**src/rtl/can_accept_filter.sv**
```systemverilog
module can_accept_filter #(
  parameter int NBANK = 14,
  parameter int IDXW  = $clog2(4*NBANK+1)
) (
  input  logic               clk,
  input  logic               rst_n,
  input  logic               frm_valid,
  input  logic [10:0]        id_std,
  input  logic [17:0]        id_ext,
  input  logic               id_ide,
  input  logic               id_rtr,
  input  logic [NBANK*32-1:0] cfg_word1,
  input  logic [NBANK*32-1:0] cfg_word2,
  input  logic [NBANK-1:0]   cfg_wide,
  input  logic [NBANK-1:0]   cfg_list,
  input  logic [NBANK-1:0]   cfg_queue,
  input  logic [NBANK-1:0]   cfg_active,
  output logic               res_valid,
  output logic               res_accept,
  output logic               res_queue,
  output logic [IDXW-1:0]    res_index
);

  logic [31:0] key32;
  logic [15:0] key16;
  assign key32 = {id_std, id_ext, id_ide, id_rtr, 1'b0};
  assign key16 = {id_std, id_rtr, id_ide, id_ext[17:15]};

  logic [4*NBANK-1:0] hit_all;

  for (genvar g = 0; g < NBANK; g++) begin : g_bank
    logic [31:0] w1, w2;
    logic [3:0]  h;
    assign w1 = cfg_word1[g*32 +: 32];
    assign w2 = cfg_word2[g*32 +: 32];
    always_comb begin
      h = 4'b0;
      case ({cfg_wide[g], cfg_list[g]})
        2'b10: h[0] = ((key32 ^ w1) & w2) == 32'h0;
        2'b11: begin
          h[0] = key32 == w1;
          h[1] = key32 == w2;
        end
        2'b00: begin
          h[0] = ((key16 ^ w1[15:0]) & w1[31:16]) == 16'h0;
          h[1] = ((key16 ^ w2[15:0]) & w2[31:16]) == 16'h0;
        end
        default: begin
          h[0] = key16 == w1[15:0];
          h[1] = key16 == w1[31:16];
          h[2] = key16 == w2[15:0];
          h[3] = key16 == w2[31:16];
        end
      endcase
    end
    assign hit_all[g*4 +: 4] = cfg_active[g] ? h : 4'b0;
  end

  function automatic logic [2:0] slot_count(input logic wide, input logic list);
    return wide ? (list ? 3'd2 : 3'd1) : (list ? 3'd4 : 3'd2);
  endfunction

  function automatic logic [1:0] first_slot(input logic [3:0] h);
    if (h[0]) return 2'd0;
    if (h[1]) return 2'd1;
    if (h[2]) return 2'd2;
    return 2'd3;
  endfunction

  logic [IDXW-1:0] base0, base1, best0, best1;
  logic [1:0]      rank0, rank1, rank_b;
  logic            found0, found1;
  logic [3:0]      hb;

  always_comb begin
    base0 = '0; base1 = '0; best0 = '0; best1 = '0;
    rank0 = '0; rank1 = '0; found0 = 1'b0; found1 = 1'b0;
    hb = '0; rank_b = '0;
    for (int b = 0; b < NBANK; b++) begin
      hb     = hit_all[b*4 +: 4];
      rank_b = {cfg_wide[b], cfg_list[b]};
      if (cfg_queue[b]) begin
        if (|hb && (!found1 || rank_b > rank1)) begin
          found1 = 1'b1;
          rank1  = rank_b;
          best1  = base1 + IDXW'(first_slot(hb));
        end
        base1 = base1 + IDXW'(slot_count(cfg_wide[b], cfg_list[b]));
      end else begin
        if (|hb && (!found0 || rank_b > rank0)) begin
          found0 = 1'b1;
          rank0  = rank_b;
          best0  = base0 + IDXW'(first_slot(hb));
        end
        base0 = base0 + IDXW'(slot_count(cfg_wide[b], cfg_list[b]));
      end
    end
  end

  always_ff @(posedge clk or negedge rst_n) begin
    if (!rst_n) begin
      res_valid  <= 1'b0;
      res_accept <= 1'b0;
      res_queue  <= 1'b0;
      res_index  <= '0;
    end else begin
      res_valid <= frm_valid;
      if (frm_valid && (found0 || found1)) begin
        res_accept <= 1'b1;
        res_queue  <= !found0;
        res_index  <= found0 ? best0 : best1;
      end else begin
        res_accept <= 1'b0;
        res_queue  <= 1'b0;
        res_index  <= '0;
      end
    end
  end

endmodule

```
**config.mk**
```make
export PLATFORM = sky130hd
export DESIGN_NAME = can_accept_filter
export DESIGN_NICKNAME = d
export VERILOG_FILES = /design/src/rtl/can_accept_filter.sv
export SDC_FILE = /design/constraint.sdc
export NUM_CORES = 2
export LEC_CHECK = 0
export BUFFER_PORTS_ARGS = -buffer_cell sky130_fd_sc_hd__buf_2
export CORE_AREA = 2 2 387 389
export CTS_BUF_LIST = sky130_fd_sc_hd__clkbuf_8 sky130_fd_sc_hd__clkbuf_16
export DETAILED_ROUTE_END_ITERATION = 8
export DIE_AREA = 0 0 389 391
export PLACE_DENSITY_LB_ADDON = 0.05
export RECOVER_POWER = 50
export SYNTH_ARGS = -nofsm -noshare
export SYNTH_HDL_FRONTEND = slang
export SYNTH_SLANG_ARGS = --single-unit
```
**constraint.sdc**
```tcl
create_clock -name clk -period 0.8 [get_ports clk]
set_input_delay 0.16 -clock clk [delete_from_list [all_inputs] [get_ports clk]]
set_output_delay 0.16 -clock clk [all_outputs]
set_load 0.1 [all_outputs]
```
After elaboration in Yosys (flattened, before gate mapping). Cells that the tools add are included.

Muxes and demuxes: 758. Magnitude comparators: 26. Reductions and logical operators: 165. Bitwise operators: 84. Equality and inequality tests: 112. Add/sub/neg operators: 50.

Operator list (number): 16-bit == test (56); 32-bit == test (28); 2-bit 2-to-1 mux (260); 6-bit 2-to-1 mux (78); 16-bit bitwise AND (28); 32-bit bitwise AND (14); 16-bit zero test (28); 32-bit zero test (14); 16-bit bitwise XOR (28); 32-bit bitwise XOR (14); 1-bit 2-to-1 mux (350); 6-bit by 2-bit adder with 6-bit output (26); 6-bit by 3-bit adder with 6-bit output (24); 3-bit 2-to-1 mux (28); 1-bit one-hot mux with 3 select lines (28); 2-bit == test (second input constant) (28); 4-bit 2-to-1 mux (14); 4-bit OR reduction (14); 2-bit greater-than comparator (26); 3-bit OR reduction (14); 2-bit zero test (14); 1-bit logical AND (27); 1-bit zero test (27); 1-bit logical OR (27).

Word-level logic and storage cells: 1199. Output and inout port bits: 9. Bits in registers: 9. Input bits: 986.

Logic depth before layout (Yosys ltp).
Depth in word-level cells: 90. Mapped depth: 109. Mapped depth without buffers: 102.

Worst setup path before layout. Ideal clock, no wire load.

Kind: input-to-reg. Start: input port id_ext[4]. End: register res_index[1]. Arrival time: 17.828 ns. Setup time: 0.094 ns. Setup slack: -17.122 ns. Buffers on the path: 6. Required time: 0.706 ns. Stages: 96. Cell sequence: buf_2 > xor2_1 > a22o_1 > a221oi_1 > nand4_1 > or4_1 > a31oi_2 > nor4_1 > nor2_1 > nand2_1 > ha_1 > nor2b_1 > o21ai_0 > nor2_1 > o21ai_0 > inv_1 > ha_1 > nor2b_1 > [... 60 more ...] > o22ai_1 > nor3_2 > mux2_2 > ha_1 > nand2_1 > o21ai_0 > a21o_1 > mux2_2 > ha_1 > nand2_1 > o21ai_0 > a21oi_1 > clkbuf_1 > nor2_1 > inv_1 > nor4b_1 > o21ai_1 > a211oi_1.

Longest elaborated chain between the ends: 76. Elaborated cells on any way between the ends: 753. Those cells by class: 26 x add/sub; 26 x order compare; 28 x eq/ne; 537 x mux; 28 x bitwise; 108 x reduce/logical.

Ends and longest elaborated chain: from (decl) (RTL line 9) `input logic [17:0] id_ext,`; 32-bit bitwise XOR (RTL line 39) `2'b10: h[0] = ((key32 ^ w1) & w2) == 32'h0;`; 32-bit bitwise AND (RTL line 39); 32-bit zero test (RTL line 39); 1-bit one-hot mux with 3 select lines (RTL line 38) `case ({cfg_wide[g], cfg_list[g]})`; 4-bit 2-to-1 mux (RTL line 56) `assign hit_all[g*4 +: 4] = cfg_active[g] ? h : 4'b0;`; 4-bit OR reduction (RTL line 83, 90); 2-bit 2-to-1 mux or 1-bit 2-to-1 mux (tied branches) (RTL line 83, 90); 2-bit 2-to-1 mux or 1-bit 2-to-1 mux (tied branches) (RTL line 82) `if (cfg_queue[b]) begin`; [... 60 more ...]; 2-bit greater-than comparator, or another cell as far along (RTL line 90) `if (|hb && (!found0 || rank_b > rank0)) begin`; 1-bit logical OR, on equally long branches (RTL line 90, 83); 1-bit logical AND, on equally long branches (RTL line 90, 83); 1-bit 2-to-1 mux, on equally long branches (RTL line 90, 83); 1-bit 2-to-1 mux (RTL line 82); 1-bit logical OR (RTL line 108) `if (frm_valid && (found0 || found1)) begin`; 1-bit logical AND (RTL line 108); 6-bit 2-to-1 mux * (RTL line 108); to (signal assigned) (RTL line 111) `res_index <= found0 ? best0 : best1;`; to (decl) (RTL line 21) `output logic [IDXW-1:0] res_index`.

Mark *: on every way between the ends. The rest lies on a longest branch, timed or not. The select of a mux whose other input is x is not followed.

Final worst setup path.
Start: input port id_ext[5]. End: register res_index[1].

The elaborated chain is that of the path after synthesis.

==> impl.org <==
** Power
- The share of total power dissipated in the clock network is 0.010.
- Pwr Density :: 1360 nW/um^2
- Of the total power, the share spent switching nets is 0.518.
- Worst VDD drop :: 0.00167 V
- In this run the power spent charging and discharging nets is 43.7 mW.
- Sequential Power Share :: 0.008
- The analysis attributes to cell leakage a power of 29.1 nW.
- Internal Dissipation :: 40.6 mW
- Relative contribution of combinational cells to total power :: 0.982
- The design draws 84.3 mW.

** CTS
- In this run, CTS created clock tree buffers numbering 3.
- TritonCTS built the clock tree.
- Counting every sink on the clock net gives 9.
- Deepest level of the CTS H-tree :: 1
- After clock tree synthesis, the clock-pin slew on the worst setup and hold paths is 0.04 ns.
- CTS placed an instance of sky130_fd_sc_hd__clkbuf_16 at the clock tree root.
- No sink is reached through more buffers than the 2 on the longest clock path.

** Routing
- The final layout contains routed wiring with a total length of 317 mm.
- The first routing iteration left 5228 violations.
- Average routed wire per standard cell :: 32.4 um
- The routed layout has 52984 vias.
- Per-cell via count in the routed design :: 5.42
- Detailed-router iteration count before antenna repair :: 6
- Once detail routing completed, the nets flagged for antenna violations numbered 0.
- In the routed design, unresolved DRC markers number 0.

** Global routing
- In the global route stage, overall resource usage came out at 0.395.
- The number of antenna violations at the first check in global routing came to 149.
- For this run, global-route usage on met2 was measured as 0.620.
- After global routing the overflow that remains totals 0.
- Highest-utilization routing layer at the global route stage :: met2
- The first global-routing pass estimated 427 mm of wire.
- Met1 usage :: 0.507
- The via count of the first global-routing pass is 52865.
- For this run, global-route usage on met3 was measured as 0.0815.
- Pin count of the biggest net entering global routing :: 38

** Setup path
- Critical Path Fanout Max :: 6
- Delay of the slowest cell on the worst path :: 0.58 ns
- Sort of element at the end of the critical path :: flip-flop
- The kind of cell with the highest combined delay along the critical path is compound AO/OA/AOI/OAI gates.
- CP most frequent cell :: sky130_fd_sc_hd__o21ai_2
- At the worst endpoint, the arrival time is 16.32 ns.
- Category of the worst setup path launch point :: input pin
- Worst Setup Path Type :: in2reg
- Data on the critical path is required at its endpoint by 0.91 ns.
- For this design, the slowest cell found on the critical path is sky130_fd_sc_hd__or4_1.
- Number of buffers and inverters on the critical path :: 12

** Layout
- In the final layout, the share of cells above drive strength 1 is 0.455.
- Area Overhead vs Synth :: 72.1%
- Most common library cell in the layout ignoring fill and taps :: sky130_fd_sc_hd__buf_4
- Number of nets in the finished design :: 9018
- In the layout the commonest cells are sky130_fd_sc_hd__buf_4, sky130_fd_sc_hd__xor2_1, sky130_fd_sc_hd__buf_2.
- Fill cells in the final layout number 15809.

** Placed design
- Routability-driven placement finished with a final weighted congestion of 1.12.
- Port bufs :: 994
- DPL Wire Length :: 268 mm
- At the placement stage, the worst setup path has a slack of -15.85 ns.

** Synth
- Mean area per synthesized cell :: 7.56 sq um
- Cells after synthesis :: 4753
- Dominant register cell in the synthesized netlist :: sky130_fd_sc_hd__dfrtp_1
- Seq/Total Area, Yosys :: 0.00627
- Proportion of synthesized flip-flops having asynchronous set or reset :: 1.00
- The number of nets handed over by synthesis was 6026.
- The synthesized design contains 9 register bits.
- The synthesized netlist contains 105 unique library cells.
- Yosys printed 0 warnings.
- Mapped Area :: 35900 sq um
- Number of synthesized flops with an enable pin :: 0

** Timing
- Of the available clock period, the critical path in the final layout requires 20.3.
- For the pin with the worst max-slew slack, the measured transition is 0.945 ns.
- The total count of max-transition violations in the final report came to 0.
- Final-report hold violation count :: 0
- Setup violations remaining at the end of the flow were counted as 17.
- Across all hold checks on the routed design, the worst slack comes to 0.197 ns.
- Measured against its own limit, the worst slew margin works out to 0.364.
- Final setup TNS :: -102.00 ns
- Once routing completed, OpenROAD measured the worst setup slack at -15.41 ns.
- RSZ-0062 raised after global routing :: yes
- Derived from the worst setup path, the maximum achievable clock frequency is 0.0617 GHz.
- Final period demand of the worst path :: 16.21 ns

** Status
- Run status :: complete, but fails checks
- The final reports fail on setup timing.

** Floorplanning
- Die height :: 391 um
- Horizontal extent of the die :: 389 um
- Die Footprint :: 152000 sq um
- The floorplan has 142 rows.
- After floorplanning, the core was sized to cover 149000 sq um.
- The initial utilization of the core area, before any placement, comes to 0.242.
- I/O pin total :: 995

** Min path
- The min-delay analysis places its worst path in the category in2reg.

** Job
- Reported max-cap violation count :: 0
==> state kept, by name (all words and copies together), names as in the netlist <==
signal,cells
res_index,6
res_accept,1
res_queue,1
res_valid,1
==> cell usage after synthesis (9+ instances only) <==
master | number | area share
sky130_fd_sc_hd__nand4_1 | 181 | 0.032
sky130_fd_sc_hd__fa_1 | 50 | 0.028
sky130_fd_sc_hd__nor3b_1 | 20 | 0.0042
sky130_fd_sc_hd__a22o_1 | 67 | 0.016
sky130_fd_sc_hd__a31oi_1 | 26 | 0.0045
sky130_fd_sc_hd__mux2i_1 | 21 | 0.0058
sky130_fd_sc_hd__nor4_1 | 271 | 0.047
sky130_fd_sc_hd__o211a_1 | 9 | 0.0025
sky130_fd_sc_hd__xor2_1 | 1185 | 0.29
sky130_fd_sc_hd__a211o_1 | 11 | 0.0027
sky130_fd_sc_hd__or4_1 | 21 | 0.0044
sky130_fd_sc_hd__buf_4 | 40 | 0.0084
sky130_fd_sc_hd__and4_1 | 11 | 0.0027
sky130_fd_sc_hd__and2_1 | 15 | 0.0026
sky130_fd_sc_hd__a22oi_1 | 203 | 0.042
sky130_fd_sc_hd__or2_2 | 12 | 0.0021
sky130_fd_sc_hd__nand3_1 | 138 | 0.019
sky130_fd_sc_hd__buf_2 | 90 | 0.013
sky130_fd_sc_hd__o21ai_0 | 104 | 0.014
sky130_fd_sc_hd__dfrtp_1 | 9 | 0.0063
sky130_fd_sc_hd__nor4b_1 | 13 | 0.0032
sky130_fd_sc_hd__nor2b_1 | 52 | 0.0091
sky130_fd_sc_hd__nor3_1 | 129 | 0.018
sky130_fd_sc_hd__a21oi_1 | 161 | 0.022
sky130_fd_sc_hd__a211oi_1 | 39 | 0.0081
sky130_fd_sc_hd__xnor2_1 | 426 | 0.10
sky130_fd_sc_hd__o211ai_1 | 20 | 0.0042
sky130_fd_sc_hd__a221oi_1 | 72 | 0.018
sky130_fd_sc_hd__ha_1 | 237 | 0.083
sky130_fd_sc_hd__o21ai_1 | 13 | 0.0018
sky130_fd_sc_hd__and3_1 | 32 | 0.0056
sky130_fd_sc_hd__nor2_1 | 192 | 0.020
sky130_fd_sc_hd__inv_1 | 168 | 0.018
sky130_fd_sc_hd__nand2_1 | 292 | 0.030
sky130_fd_sc_hd__nand4b_1 | 10 | 0.0024
sky130_fd_sc_hd__a222oi_1 | 18 | 0.0050
sky130_fd_sc_hd__or3_1 | 16 | 0.0028
sky130_fd_sc_hd__o22ai_1 | 15 | 0.0026
sky130_fd_sc_hd__buf_6 | 31 | 0.0097
sky130_fd_sc_hd__o31ai_1 | 14 | 0.0029
sky130_fd_sc_hd__nand3b_1 | 13 | 0.0027
sky130_fd_sc_hd__clkbuf_1 | 24 | 0.0025
sky130_fd_sc_hd__o2111ai_1 | 9 | 0.0022
sky130_fd_sc_hd__mux2_2 | 62 | 0.019
sky130_fd_sc_hd__a21o_1 | 34 | 0.0071
==> timing repair <==
| action | 4_1_cts | 5_1_grt |
|---|---|---|
| hold buffers | 1 | 0 |
| resized for setup | 225 | 136 |
| gates cloned | 9 | 7 |
| buffers inserted | 89 | 44 |
| endpoints found under the setup margin | 17 | 17 |
| pin swaps | 100 | 126 |
| endpoints found under the hold margin | 9 | 0 |
==> kinds of logic after synthesis <==
kind of cell | synth area share
buffers and inverters | 0.0523
flip-flops | 0.00627
AO/OA/AOI/OAI | 0.191
adder cells (fa/ha/maj) | 0.110
multiplexers | 0.0269
XOR/XNOR | 0.399
AND/OR/NAND/NOR | 0.215
==> routing by layer <==
metal / vias up / part of all wire
li1: 23526 / -
met1: 25811 / 0.42
met2: 2777 / 0.43
met3: 804 / 0.081
met4: 66 / 0.062
met5: - / 0.0013
==> power groups by stage <==
stage / logic, mW / registers, mW / clock network (mW)
floorplan: 38.2 / 1.14 / 0
detailed placement: 79.0 / 0.648 / 0
global placement: 79.4 / 0.646 / 0
global route: 88.9 / 0.642 / 0.903
finish: 82.8 / 0.637 / 0.883
CTS: 80.8 / 0.641 / 0.885
==> final cells by class <==
type | instances | area (sq um) | area share
timing repair buffer | 3178 | 22900 | 0.371
multi-input combinational | 4384 | 35300 | 0.570
clock inverter | 1 | 3.75 | 0.0000607
antenna | 88 | 220 | 0.00356
tap | 1944 | 2430 | 0.0393
clock buffer | 3 | 75.1 | 0.00121
sequential | 9 | 255 | 0.00413
inverter | 169 | 639 | 0.0103
==> final timing paths <==
kind	startpoint	end	slack [ns]	cells after the start
worst max-delay path	id_ext[5]	res_index[1]$_DFF_PN0_	-15.41	97
worst min-delay path	frm_valid	res_valid$_DFF_PN0_	0.20	2
max in group asynchronous	rst_n	res_accept$_DFF_PN0_	0.23	2
min in group asynchronous	rst_n	res_index[4]$_DFF_PN0_	0.34	2
==> through the flow <==
step           instance area, sq um   util  instances
2_1_floorplan                 37100      -       4753
3_3_place_gp                  58500  0.394       9539
3_5_place_dp                  58500  0.394       9539
4_1_cts                       60500  0.407       9641
5_1_grt                       61800  0.416       9750
6_report                      61800  0.416       9776
Power figures use the tool's default switching activity.
